$ cat config.mk
export PLATFORM = sky130hd
export DESIGN_NAME = pic_core
export DESIGN_NICKNAME = d
export VERILOG_FILES = /design/src/rtl/pic_pkg.sv /design/src/rtl/pic_req_capture.sv /design/src/rtl/pic_prio_resolver.sv /design/src/rtl/pic_core.sv
export SDC_FILE = /design/constraint.sdc
export NUM_CORES = 1
export LEC_CHECK = 0
export BUFFER_PORTS_ARGS = -buffer_cell sky130_fd_sc_hd__buf_2
export CELL_PAD_IN_SITES_DETAIL_PLACEMENT = 2
export CELL_PAD_IN_SITES_GLOBAL_PLACEMENT = 2
export CORE_UTILIZATION = 41
export DETAILED_ROUTE_END_ITERATION = 8
export PLACE_DENSITY_LB_ADDON = 0.25
export SLEW_MARGIN = 20
export SYNTH_ARGS = -nofsm -noshare
export SYNTH_HDL_FRONTEND = slang
export SYNTH_SLANG_ARGS = --single-unit
$ cat constraint.sdc
create_clock -name clk -period 6.4 [get_ports clk]
set_input_delay 0.64 -clock clk [delete_from_list [all_inputs] [get_ports clk]]
set_output_delay 0.64 -clock clk [all_outputs]
set_load 0.01 [all_outputs]
$ cat src/rtl/pic_pkg.sv
package pic_pkg;

    typedef enum logic [1:0] {
        REG_CMD   = 2'd0,
        REG_MASK  = 2'd1,
        REG_VBASE = 2'd2,
        REG_TRIG  = 2'd3
    } pic_reg_e;

    typedef enum logic [2:0] {
        OP_NOP      = 3'd0,
        OP_EOI      = 3'd1,
        OP_SEOI     = 3'd3,
        OP_ROT_EOI  = 3'd5,
        OP_SET_PRIO = 3'd6,
        OP_ROT_SEOI = 3'd7
    } pic_op_e;

    localparam int CMD_INIT_BIT = 4;

    typedef struct packed {
        logic       init;
        pic_op_e    op;
        logic [2:0] line;
    } pic_cmd_t;

    function automatic pic_cmd_t decode_cmd(input logic [7:0] d);
        pic_cmd_t c;
        c.init = d[CMD_INIT_BIT];
        c.op   = pic_op_e'(d[7:5]);
        c.line = d[2:0];
        return c;
    endfunction

endpackage

$ cat src/rtl/pic_req_capture.sv
module pic_req_capture #(
    parameter int N_LINES = 8
) (
    input  logic               clk,
    input  logic               rst,
    input  logic [N_LINES-1:0] irq_in,
    output logic [N_LINES-1:0] rise
);
    logic [N_LINES-1:0] prev_q;

    for (genvar i = 0; i < N_LINES; i++) begin : g_line
        always_ff @(posedge clk) begin
            if (rst) prev_q[i] <= 1'b0;
            else     prev_q[i] <= irq_in[i];
        end
        assign rise[i] = irq_in[i] & ~prev_q[i];
    end
endmodule

$ cat src/rtl/pic_prio_resolver.sv
module pic_prio_resolver #(
    parameter int N_LINES = 8,
    parameter int LW      = 3
) (
    input  logic [N_LINES-1:0] vec,
    input  logic [LW-1:0]      base,
    output logic               valid,
    output logic [LW-1:0]      line,
    output logic [LW-1:0]      rank
);
    // Scan from lowest priority to highest so the last hit wins.
    always_comb begin
        valid = |vec;
        line  = '0;
        rank  = '0;
        for (int k = N_LINES - 1; k >= 0; k--) begin
            int idx;
            idx = (int'(base) + k) % N_LINES;
            if (vec[LW'(idx)]) begin
                line = LW'(idx);
                rank = LW'(k);
            end
        end
    end
endmodule

$ cat src/rtl/pic_core.sv
module pic_core
    import pic_pkg::*;
#(
    parameter int N_LINES = 8,
    parameter int DATA_W  = 8
) (
    input  logic               clk,
    input  logic               rst,
    input  logic [N_LINES-1:0] irq_in,
    input  logic               wr_en,
    input  logic               rd_en,
    input  logic [1:0]         addr,
    input  logic [DATA_W-1:0]  wr_data,
    output logic [DATA_W-1:0]  rd_data,
    input  logic               inta,
    output logic [DATA_W-1:0]  ack_vector,
    output logic               intr
);
    localparam int LW = (N_LINES > 1) ? $clog2(N_LINES) : 1;
    localparam logic [DATA_W-1:0] VB_KEEP  = ~DATA_W'(N_LINES - 1);
    localparam logic [DATA_W-1:0] NO_REQ   = DATA_W'(N_LINES - 1);

    logic [N_LINES-1:0] imr_q, imr_d, irr_q, irr_d, isr_q, isr_d, trig_q, trig_d;
    logic [LW-1:0]      base_q, base_d;
    logic [DATA_W-1:0]  vbase_q, vbase_d, rd_q, rd_d, ack_q, ack_d;

    logic [N_LINES-1:0] rise, pend;
    logic               pend_valid, isr_valid, win;
    logic [LW-1:0]      pend_line, pend_rank, isr_line, isr_rank, cmd_line;
    pic_cmd_t           cmd;
    pic_reg_e           sel;

    pic_req_capture #(.N_LINES(N_LINES)) u_cap (
        .clk(clk), .rst(rst), .irq_in(irq_in), .rise(rise)
    );

    assign pend = irr_q & ~imr_q;

    pic_prio_resolver #(.N_LINES(N_LINES), .LW(LW)) u_pend_res (
        .vec(pend), .base(base_q),
        .valid(pend_valid), .line(pend_line), .rank(pend_rank)
    );

    pic_prio_resolver #(.N_LINES(N_LINES), .LW(LW)) u_isr_res (
        .vec(isr_q), .base(base_q),
        .valid(isr_valid), .line(isr_line), .rank(isr_rank)
    );

    assign win      = pend_valid && (!isr_valid || (pend_rank < isr_rank));
    assign intr     = win;
    assign cmd      = decode_cmd(wr_data[7:0]);
    assign cmd_line = cmd.line[LW-1:0];
    assign sel      = pic_reg_e'(addr);

    always_comb begin
        // request capture: level lines copy the input, edge lines accumulate
        irr_d   = (trig_q & irq_in) | (~trig_q & (irr_q | rise));
        imr_d   = imr_q;
        isr_d   = isr_q;
        trig_d  = trig_q;
        base_d  = base_q;
        vbase_d = vbase_q;
        rd_d    = rd_q;
        ack_d   = ack_q;

        if (wr_en) begin
            unique case (sel)
                REG_MASK:  imr_d   = wr_data[N_LINES-1:0];
                REG_VBASE: vbase_d = wr_data & VB_KEEP;
                REG_TRIG:  trig_d  = wr_data[N_LINES-1:0];
                REG_CMD: begin
                    if (cmd.init) begin
                        imr_d  = '0;
                        irr_d  = '0;
                        isr_d  = '0;
                        base_d = '0;
                    end else begin
                        case (cmd.op)
                            OP_EOI: begin
                                if (isr_valid) isr_d[isr_line] = 1'b0;
                            end
                            OP_ROT_EOI: begin
                                if (isr_valid) begin
                                    isr_d[isr_line] = 1'b0;
                                    base_d = isr_line + LW'(1);
                                end
                            end
                            OP_SEOI:     isr_d[cmd_line] = 1'b0;
                            OP_SET_PRIO: base_d = cmd_line + LW'(1);
                            OP_ROT_SEOI: begin
                                isr_d[cmd_line] = 1'b0;
                                base_d = cmd_line + LW'(1);
                            end
                            default: ;
                        endcase
                    end
                end
                default: ;
            endcase
        end

        if (inta) begin
            if (win) begin
                isr_d[pend_line] = 1'b1;
                if (!trig_q[pend_line]) irr_d[pend_line] = 1'b0;
                ack_d = vbase_q | DATA_W'(pend_line);
            end else begin
                ack_d = vbase_q | NO_REQ;
            end
        end

        if (rd_en) begin
            unique case (sel)
                REG_CMD: begin
                    if (win) begin
                        irr_d[pend_line] = 1'b0;
                        isr_d[pend_line] = 1'b0;
                        rd_d = DATA_W'(pend_line);
                    end else begin
                        rd_d = NO_REQ;
                    end
                end
                REG_MASK:  rd_d = DATA_W'(imr_q);
                REG_VBASE: rd_d = vbase_q;
                REG_TRIG:  rd_d = DATA_W'(trig_q);
                default: ;
            endcase
        end
    end

    always_ff @(posedge clk) begin
        if (rst) begin
            imr_q   <= '0;
            irr_q   <= '0;
            isr_q   <= '0;
            trig_q  <= '0;
            base_q  <= '0;
            vbase_q <= '0;
            rd_q    <= '0;
            ack_q   <= '0;
        end else begin
            imr_q   <= imr_d;
            irr_q   <= irr_d;
            isr_q   <= isr_d;
            trig_q  <= trig_d;
            base_q  <= base_d;
            vbase_q <= vbase_d;
            rd_q    <= rd_d;
            ack_q   <= ack_d;
        end
    end

    assign rd_data    = rd_q;
    assign ack_vector = ack_q;
endmodule

### Word-level counts from Yosys, hierarchy flattened

Cells that the tools add are included.

| storage, ports and cells | value |
|---|---|
| flip-flop bits (word level) | 64 |
| bits of input ports | 23 |
| word-level logic and storage cells | 216 |

| cells by class | value |
|---|---|
| add/subtract/negate cells | 9 |
| order comparisons | 15 |
| equality and inequality tests | 10 |
| mux-type cells | 115 |
| bitwise operators | 33 |
| reduce and logical (&&, ||, !) cells | 18 |

Operators by type and width:

| cell | number |
|---|---|
| 8-bit 2-to-1 mux | 20 |
| 3-bit 2-to-1 mux | 35 |
| 8-bit bitwise AND | 8 |
| 1-bit binary-select mux with 3-bit select | 17 |
| 3-bit by 5-bit less-than comparator with 1-bit output, second input constant | 8 |
| 8-bit NOT | 5 |
| 1-bit 2-to-1 mux | 36 |
| 8-bit case mux with 2 select lines | 2 |
| 8-bit case mux with 4 select lines | 1 |
| 8-bit OR | 3 |
| 8-bit OR reduction | 2 |
| 3-bit adder, second input constant | 4 |
| 3-bit by 4-bit less-than comparator with 1-bit output, second input constant | 3 |
| 3-bit by 1-bit adder with 3-bit output, second input constant | 3 |
| 1-bit demux with 3-bit select | 3 |
| 3-bit == test, second input constant | 3 |
| 3-bit by 1-bit greater-or-equal comparator with 1-bit output, second input constant | 3 |
| 1-bit bitwise AND | 8 |
| 1-bit NOT | 8 |
| 8-bit by 3-bit OR with 8-bit output | 1 |
| 3-bit by 2-bit adder with 3-bit output, second input constant | 2 |
| 3-bit case mux with 2 select lines | 1 |
| 2-bit OR reduction | 3 |
| 2-bit == test, second input constant | 2 |
| other kinds (15) | 19 |

### Logic depth before layout (Yosys ltp)

Gate-level depths: netlist (run 1).

| logic depth | value |
|---|---|
| depth in word-level cells | 30 |
| gate-level depth with buffers | 20 |
| mapped depth without buffers | 17 |

### By module

A second synthesis (run 1) with hierarchy kept.

| unflattened totals | value |
|---|---|
| cell total of the unflattened synthesis | 564 |
| area total of the unflattened synthesis | 4898.4 um^2 |

Modules (own cells, without submodules):

| module | instances | cells an instance | area each (um^2) | sequential area each (um^2) |
|---|---|---|---|---|
| pic_core | 1 | 318 | 2866.5 | 1121.1 |
| pic_prio_resolver | 2 | 111 | 885.8 | 0.0 |
| pic_req_capture | 1 | 24 | 260.2 | 160.2 |

### Least setup slack after synthesis (run 1)

No wires, ideal clock.

| timing path | value |
|---|---|
| kind | register to register |
| start point | reg base_q[0] |
| end point | reg irr_q[7] |
| setup time | 0.115 ns |
| data arrival time | 3.792 ns |
| data required time | 6.285 ns |
| path slack | 2.494 ns |
| stages on the path, launching flop included | 19 |
| path buffers | 4 |
| period minus slack after synthesis | 3.906 ns |
| cell sequence | dfxtp_1 > buf_6 > inv_2 > buf_6 > ha_1 > buf_2 > inv_1 > buf_2 > mux2i_1 > nand2_1 > a2111oi_0 > ha_1 > a21oi_1 > a21oi_1 > a21oi_1 > o211ai_4 > nor3b_2 > a21oi_1 > and2_1 |

| on the way | value |
|---|---|
| longest elaborated chain between the ends | 25 |
| elaborated cells on any way between the ends | 98 |
| those cells by class | 7 x add/sub; 3 x order compare; 82 x mux; 3 x bitwise; 3 x reduce/logical |

RTL lines:

| item | RTL line | RTL |
|---|---|---|
| start, declared | pic_core.sv:24 | `logic [LW-1:0] base_q, base_d;` |
| start signal, assigned | pic_core.sv:146 | `base_q <= base_d;` |
| 3-bit adder | pic_prio_resolver.sv:18 | `idx = (int'(base) + k) % N_LINES;` |
| 1-bit binary-select mux with 3-bit select | pic_prio_resolver.sv:19 | `if (vec[LW'(idx)]) begin` |
| 1-bit 2-to-1 mux (implied by the code) (2 in a row) | pic_prio_resolver.sv:19 |  |
| 3-bit 2-to-1 mux (8 in a row) | pic_prio_resolver.sv:19 |  |
| 3-bit by 4-bit less-than comparator with 1-bit output (implied by the code) / 3-bit by 1-bit greater-or-equal comparator with 1-bit output (equally long branches) | pic_core.sv:105, pic_core.sv:116 |  |
| 1-bit logical AND (implied by the code) | pic_core.sv:105, pic_core.sv:116 |  |
| 1-bit 2-to-1 mux (implied by the code) | pic_core.sv:105, pic_core.sv:116 |  |
| 1-bit demux with 3-bit select | pic_core.sv:105, pic_core.sv:116 |  |
| 8-bit NOT (no source line) | - |  |
| 8-bit bitwise AND (no source line) | - |  |
| 8-bit 2-to-1 mux | pic_core.sv:105 | `if (!trig_q[pend_line]) irr_d[pend_line] = 1'b0;` |
| 8-bit 2-to-1 mux | pic_core.sv:103 | `if (win) begin` |
| 8-bit 2-to-1 mux | pic_core.sv:102 | `if (inta) begin` |
| 8-bit bitwise AND (no source line) | - |  |
| 8-bit 2-to-1 mux | pic_core.sv:115 | `if (win) begin` |
| 8-bit 2-to-1 mux | pic_core.sv:113 | `unique case (sel)` |
| 8-bit 2-to-1 mux (*) | pic_core.sv:112 | `if (rd_en) begin` |
| end signal, assigned | pic_core.sv:143 | `irr_q <= irr_d;` |
| end, declared | pic_core.sv:23 | `logic [N_LINES-1:0] imr_q, imr_d, irr_q, irr_d, isr_q, isr_d, trig_q, trig_d;` |

Every way passes the cells marked *; elsewhere a longest branch is shown, timed or not. The select of a mux whose other input is x is not followed.
A chain may end at the register's enable or synchronous reset.

### Final worst setup path (run 1)

| timing path | value |
|---|---|
| start point | reg base_q[0] |
| end point | out intr |

| on the way | value |
|---|---|
| longest elaborated chain between the ends | 15 |
| elaborated cells on any way between the ends | 74 |
| those cells by class | 7 x add/sub; 1 x order compare; 64 x mux; 2 x reduce/logical |

RTL lines:

| item | RTL line | RTL |
|---|---|---|
| 3-bit adder | pic_prio_resolver.sv:18 |  |
| 1-bit binary-select mux with 3-bit select | pic_prio_resolver.sv:19 |  |
| 1-bit 2-to-1 mux (implied by the code) (2 in a row) | pic_prio_resolver.sv:19 |  |
| 3-bit 2-to-1 mux (8 in a row) | pic_prio_resolver.sv:19 |  |
| 3-bit less-than comparator (*) | pic_core.sv:49 | `assign win = pend_valid && (!isr_valid \|\| (pend_rank < isr_rank));` |
| 1-bit logical OR (*) | pic_core.sv:49 |  |
| 1-bit logical AND (*) | pic_core.sv:49 |  |
| end, declared | pic_core.sv:17 | `output logic intr` |

Marked as above.

==> results of run 1 <==
-- area by class of cell --
class | count | area (um2) | share of cell area (%)
clock buffers | 11 | 233 | 4.13
multi-input cells | 452 | 3500 | 62.1
clock inverters | 5 | 81.3 | 1.44
repair buffers | 42 | 218 | 3.86
flip-flops and latches | 64 | 1280 | 22.8
inverters | 29 | 111 | 1.98
well taps | 168 | 210 | 3.73
-- routing by layer --
| metal | track usage, % | part of all wire, % | vias up |
|---|---|---|---|
| met3 | 2.62 | 2.6 | 24 |
| met5 | 0 | 0 | - |
| met1 | 38.6 | 45 | 2470 |
| li1 | - | - | 2215 |
| met4 | 9.82 | 2.0 | 0 |
| met2 | 54.5 | 51 | 104 |
-- worst max path at each step --
stage,from,to,depth (start not counted)
after floorplan,base_q[0]$_SDFFE_PP0P_,irr_q[7]$_SDFF_PP0_,18
after global placement,base_q[0]$_SDFFE_PP0P_,irr_q[5]$_SDFF_PP0_,14
after detailed placement,base_q[0]$_SDFFE_PP0P_,irr_q[5]$_SDFF_PP0_,14
after CTS,base_q[0]$_SDFFE_PP0P_,intr,13
after global routing,base_q[0]$_SDFFE_PP0P_,intr,13
final,base_q[0]$_SDFFE_PP0P_,intr,13
-- power by group through the flow --
| stage | sequential, uW | combinational, uW | clock [uW] |
|---|---|---|---|
| global route | 490 | 846 | 543 |
| CTS | 484 | 776 | 527 |
| detailed placement | 491 | 761 | 0 |
| finish | 485 | 782 | 522 |
| floorplan | 471 | 566 | 0 |
| global placement | 488 | 732 | 0 |
-- stage by stage --
step / instance area [um2] / setup WS (ps)
floorplan: 5080 / 2490
global placement: 5320 / 1460
detailed placement: 5320 / 1140
CTS: 5640 / 859
global route: 5640 / 438
finish: 5640 / 874
-- cell usage in the layout (no fill, tap or decap), drive strengths merged, types with 13 or more instances in the layout --
| cell | instances |
|---|---|
| a21oi | 18 |
| a221oi | 14 |
| a22oi | 13 |
| buf | 42 |
| dfxtp | 64 |
| inv | 29 |
| mux2 | 14 |
| mux2i | 40 |
| mux4 | 25 |
| nand2 | 45 |
| nor2 | 60 |
| nor2b | 22 |
| nor3 | 14 |
| o21ai | 46 |
-- registers in the layout (all words and copies together), names as in the netlist --
signal        flops
isr_q             8
base_q            3
rd_data           8
irr_q             8
ack_vector        8
vbase_q           5
u_cap.prev_q      8
trig_q            8
imr_q             8
-- critical path: cells and delay by family, from the launching register on --
kind | cells | cell delay, ps
fa+ha+maj | 2 | 1080
compound gates | 5 | 1020
flops | 1 | 960
mux | 2 | 760
buf+inv | 3 | 580
simple gates | 1 | 120
-- kinds of logic after synthesis --
group	count (synthesis)	share of synthesized area, %
multiplexers	79	22.5
AO/OA/AOI/OAI	156	22.9
XOR/XNOR	6	1.55
flip-flops	64	25.2
adder cells (fa/ha/maj)	5	1.23
buffers and inverters	62	5.91
AND/OR/NAND/NOR	206	20.7
==> results.ini, run 1 <==
[logic_synthesis]
ys.flop_type=dfxtp_1
netlist_top_cells_area=dfxtp_1 (25%), mux4_2 (8.9%), mux2i_1 (7.7%), nor2_1 (4.4%), o21ai_0 (4.2%)
synth_top_area_share_pct=25.2
synth-async-reset-ratio_pct=0
synth_most_common_cell=dfxtp_1
yosys_warnings=0
synth_edf_count=0
synth-seq-area-share_pct=25.2
mappedNetlistArea_um2=5080
synth_common_cells=dfxtp_1 (64), nor2_1 (60), nand2_1 (45), o21ai_0 (43), mux2i_1 (39)
syn_inst=578
synth_top_cell_by_area=dfxtp_1
syn_nets=606
ys_ff_latch=64
synth_cell_types=76
avgSynthCellArea_um2=8.79

[floorplanning]
dieArea_um2=12800
start_util_pct=42.1
rows=40
ios=40
coreArea_um2=12100
dieHeight_um=113
dieWidth_um=113

[power_and_ir_drop]
swShare_pct=40.5
power_density_nw_per_um2=318
p_leak_uw=0.00225
p_total_uw=1790
pwr-share-clk_pct=29.2
seqPwrFrac_pct=27.1
ir_worst_vdd_v=0.000186
p_switching_uw=724
p_int_uw=1070
comb_power_share_pct=43.7

[setup_path]
r2r_setup_slack_ps=1010
worstPathArrival_ps=4890
crit_slowest_cell=dfxtp_2
reg2reg_to=irr_q[5]$_SDFF_PP0_
worst_path_most_repeated_cell=a21oi_1
crit_path_max_fanout=36
required_ps=5760
reg2reg_from=base_q[0]$_SDFFE_PP0P_
crit_type=flop to output pin
cp-start-kind=flop
path_cells=inv_2 > ha_1 > mux4_2 > mux2i_1 > nand2_1 > o311ai_0 > ha_1 > a21oi_1 > a21oi_1 > a21oi_1 > o211ai_4 > inv_4 > buf_2
endpoint_kind=output pin
cp_slowest_stage_delay_ps=960
rr_worst_depth=14

[global_routing]
grt_pass1_wl_um=29900
grt_antenna_before_repair=0
grt_pass1_vias=5271
gr-total-overflow=0
grt_max_degree=58
grt_util_all_layers_pct=30.5

[clock_network]
cts_root_buffer=clkbuf_16
cts.repair.resized=0
h-tree-depth=3
cts_hold_buffers=0
clock_path_buffers=2
postCtsSetupRepairBufs=0
numCtsBuffers=9
clkTransAtPathRegs_ps=60
cts_tree=yes
clock_latency_ps=340
cts_num_sinks=64

[timing]
fin_crit_ps=5530
slew_viol_final=0
worstMarginPinSlew_ps=1020
setup_violations=0
rsz0062_at_grt=false
relSlewSlack_pct=32.2
holdWs_ps=488
clock.fmax_mhz=181
skew_ps=7.75
hold_viol_final=0
post-route-period-util_pct=86.3
tns_ps=0

[final_layout]
drive_above_1_share_pct=19.6
nets=626
instances_no_fill=771
area_growth_pct=10.9
n_antenna_cell=0
final_util_pct=46.7
n_fill_cell=1327

[min_path]
hold_path_class=flop to flop
holdCritStartpoint=rd_data[4]$_SDFFE_PP0P_
min_to=rd_data[4]$_SDFFE_PP0P_
whs_path_depth=2

[route]
wl_per_cell_um=24.2
remaining_drc_errors=0
drtPass1Iterations=5
via_per_inst=6.24
drt_iter0_drc=314
drtAntennaViolNets=0
drt-total-wl_um=18700
via_count=4813

[outcome]
status=completed

[job]
drv_cap=0

[placed_design]
gp_congestion=0.933
dpl.cell_count=755
port_buffers=39
dp.final_hpwl_um=13700

Power figures use the tool's default switching activity.
==> inputs of run 2 (changes only) <==
REMOVE_ABC_BUFFERS = 1   (was unset)
==> run 2 against run 1 <==
Sequential power fell by 1%; maximum frequency decreased by 1.3%; via count up 0.29%; cell area is 0.71% lower; combinational power increased by 4.1%; clock skew shrank 2.7 ps; register-to-register slack worse by 100 ps; routed wire length fell by 1.5%; worst setup slack got worse by 71 ps; critical path type unchanged; largest power group unchanged.
==> results.ini, run 2 (same netlist as run 1, synthesis figures left out) <==
[final_layout]
multi_input_area_um2=3500  ; unchanged
drive_above_1_share_pct=19.7  ; was 19.6%
n_antenna_cell=0  ; unchanged
final_common_cell=dfxtp_1  ; unchanged
instances_no_fill=772  ; was 771
nets=627  ; was 626
n_fill_cell=1325  ; was 1327
area_growth_pct=10.1  ; was 10.9%
layout_common_cells=dfxtp_1 (63), nor2_1 (60), nand2_1 (45), o21ai_0 (43)  ; unchanged
final_util_pct=46.4  ; was 46.7%
seqCellArea_um2=1280  ; unchanged

[floorplanning]
dieHeight_um=113  ; unchanged
dieWidth_um=113  ; unchanged
dieArea_um2=12800  ; unchanged
start_util_pct=42.1  ; unchanged
ios=40  ; unchanged
coreArea_um2=12100  ; unchanged
rows=40  ; unchanged

[global_routing]
grt_antenna_before_repair=0  ; unchanged
grt_pass1_vias=5211  ; was 5271
grt_util_all_layers_pct=30.2  ; was 30.5%
gr-total-overflow=0  ; unchanged
grt_max_degree=58  ; unchanged
grt_pass1_wl_um=29500  ; was 29900 um

[route]
drtPass1Iterations=4  ; was 5
wl_per_cell_um=23.8  ; was 24.2 um
via_count=4827  ; was 4813
drtAntennaViolNets=0  ; unchanged
via_per_inst=6.25  ; was 6.24
remaining_drc_errors=0  ; unchanged
drt-total-wl_um=18400  ; was 18700 um
drt_iter0_drc=311  ; was 314

[placed_design]
port_buffers=39  ; unchanged
dp.final_hpwl_um=13900  ; was 13700 um
gp_congestion=0.946  ; was 0.933
dpl.cell_count=756  ; was 755

[setup_path]
rr_worst_depth=15  ; was 14
crit_path_max_fanout=36  ; unchanged
required_ps=5760  ; about the same
worstSetupEndpoint=intr  ; unchanged
worstPathArrival_ps=4960  ; was 4890 ps
reg2reg_to=isr_q[5]$_SDFF_PP0_  ; was irr_q[5]$_SDFF_PP0_
crit_type=flop to output pin  ; unchanged
r2r_setup_slack_ps=910  ; was 1010 ps
reg2reg_from=base_q[0]$_SDFFE_PP0P_  ; unchanged
cp-start-kind=flop  ; unchanged
startpoint=base_q[0]$_SDFFE_PP0P_  ; unchanged
endpoint_kind=output pin  ; unchanged

[power_and_ir_drop]
ir_worst_vdd_v=0.000204  ; was 0.000186 V
power_density_nw_per_um2=311  ; was 318 nW/um2
p_leak_uw=0.00225  ; about the same
p_total_uw=1740  ; was 1790 uW

[timing]
post-route-period-util_pct=87.5  ; was 86.3%
worstMarginPinSlew_ps=1090  ; was 1020 ps
tns_ps=0  ; unchanged
slew_viol_final=0  ; unchanged
holdWs_ps=495  ; was 488 ps
relSlewSlack_pct=27.3  ; was 32.2%
fin_crit_ps=5600  ; was 5530 ps
rsz0062_at_grt=false  ; unchanged
skew_ps=5.07  ; was 7.75 ps
clock.fmax_mhz=179  ; was 181 MHz
setup_violations=0  ; unchanged
hold_viol_final=0  ; unchanged

[clock_network]
numCtsBuffers=9  ; unchanged
cts_num_sinks=64  ; unchanged
cts_root_buffer=clkbuf_16  ; unchanged
postCtsSetupRepairBufs=0  ; unchanged
clock_path_buffers=2  ; unchanged
cts.repair.resized=0  ; unchanged
h-tree-depth=3  ; unchanged
cts_tree=yes  ; unchanged
cts_hold_buffers=0  ; unchanged
clkTransAtPathRegs_ps=50  ; was 60 ps
clock_latency_ps=340  ; about the same

[job]
drv_cap=0  ; unchanged

[min_path]
holdCritStartpoint=ack_vector[4]$_SDFFE_PP0P_  ; was rd_data[4]$_SDFFE_PP0P_
hold_path_class=flop to flop  ; unchanged

[outcome]
status=completed  ; unchanged

[run 2: cell types whose count changed in the layout (fill, tap and decap cells not counted), sizes merged]
cell	previous run	this run
buf	42	43
clkinv	2	4
bufinv	2	0
clkinvlp	1	0
clkbuf	11	12
[run 2: layer usage]
layer	wire, um	global-route usage [%]	up-vias
met4	396	10.4	0
met1	7990	37.2	2451
met3	600	3.70	29
met5	0	0	-
li1	-	-	2222
met2	9420	54.3	125
[run 2: how the worst min path moves through the flow]
| stage | slack [ps] | cells past startpoint | to |
|---|---|---|---|
| after CTS | 500 | 2 | ack_vector[1]$_SDFFE_PP0P_ |
| final | 500 | 2 | ack_vector[4]$_SDFFE_PP0P_ |
| after global placement | 470 | 2 | rd_data[4]$_SDFFE_PP0P_ |
| after detailed placement | 480 | 2 | rd_data[3]$_SDFFE_PP0P_ |
| after global routing | 510 | 2 | ack_vector[1]$_SDFFE_PP0P_ |
| after floorplan | 480 | 2 | vbase_q[3]$_SDFFE_PP0P_ |
[run 2: critical path, cell delays in order, from the launching register on]
cell,delay [ps]
dfxtp_2,940
inv_2,340
ha_1,390
buf_4,220
mux4_2,400
mux2i_1,270
nand2_1,110
o311ai_0,640
ha_1,400
a21oi_1,200
a21oi_1,60
a21oi_1,230
o211ai_4,160
inv_4,100
buf_2,140
[run 2: layout make-up]
cell class	instances	area share [%]
multi-input combinational	452	62.5
inverter	29	1.99
tap	168	3.76
timing repair buffer	43	4.03
sequential	64	22.9
clock inverter	4	0.358
clock buffer	12	4.41
[run 2: metrics by stage]
| stage | area (um2) | worst slack [ps] |
|---|---|---|
| finish | 5600 | 803 |
| global route | 5600 | 403 |
| CTS | 5600 | 781 |
| detailed placement | 5330 | 982 |
| global placement | 5330 | 1340 |
| floorplan | 4890 | 1560 |
[run 2: report_power, final]
group	total, uW	internal (uW)	leakage [uW]	switching [uW]
clock network	448	270	0.000136	178
registers	479	434	0.000525	44.8
logic	814	294	0.00158	520
total	1740	998	0.00225	743
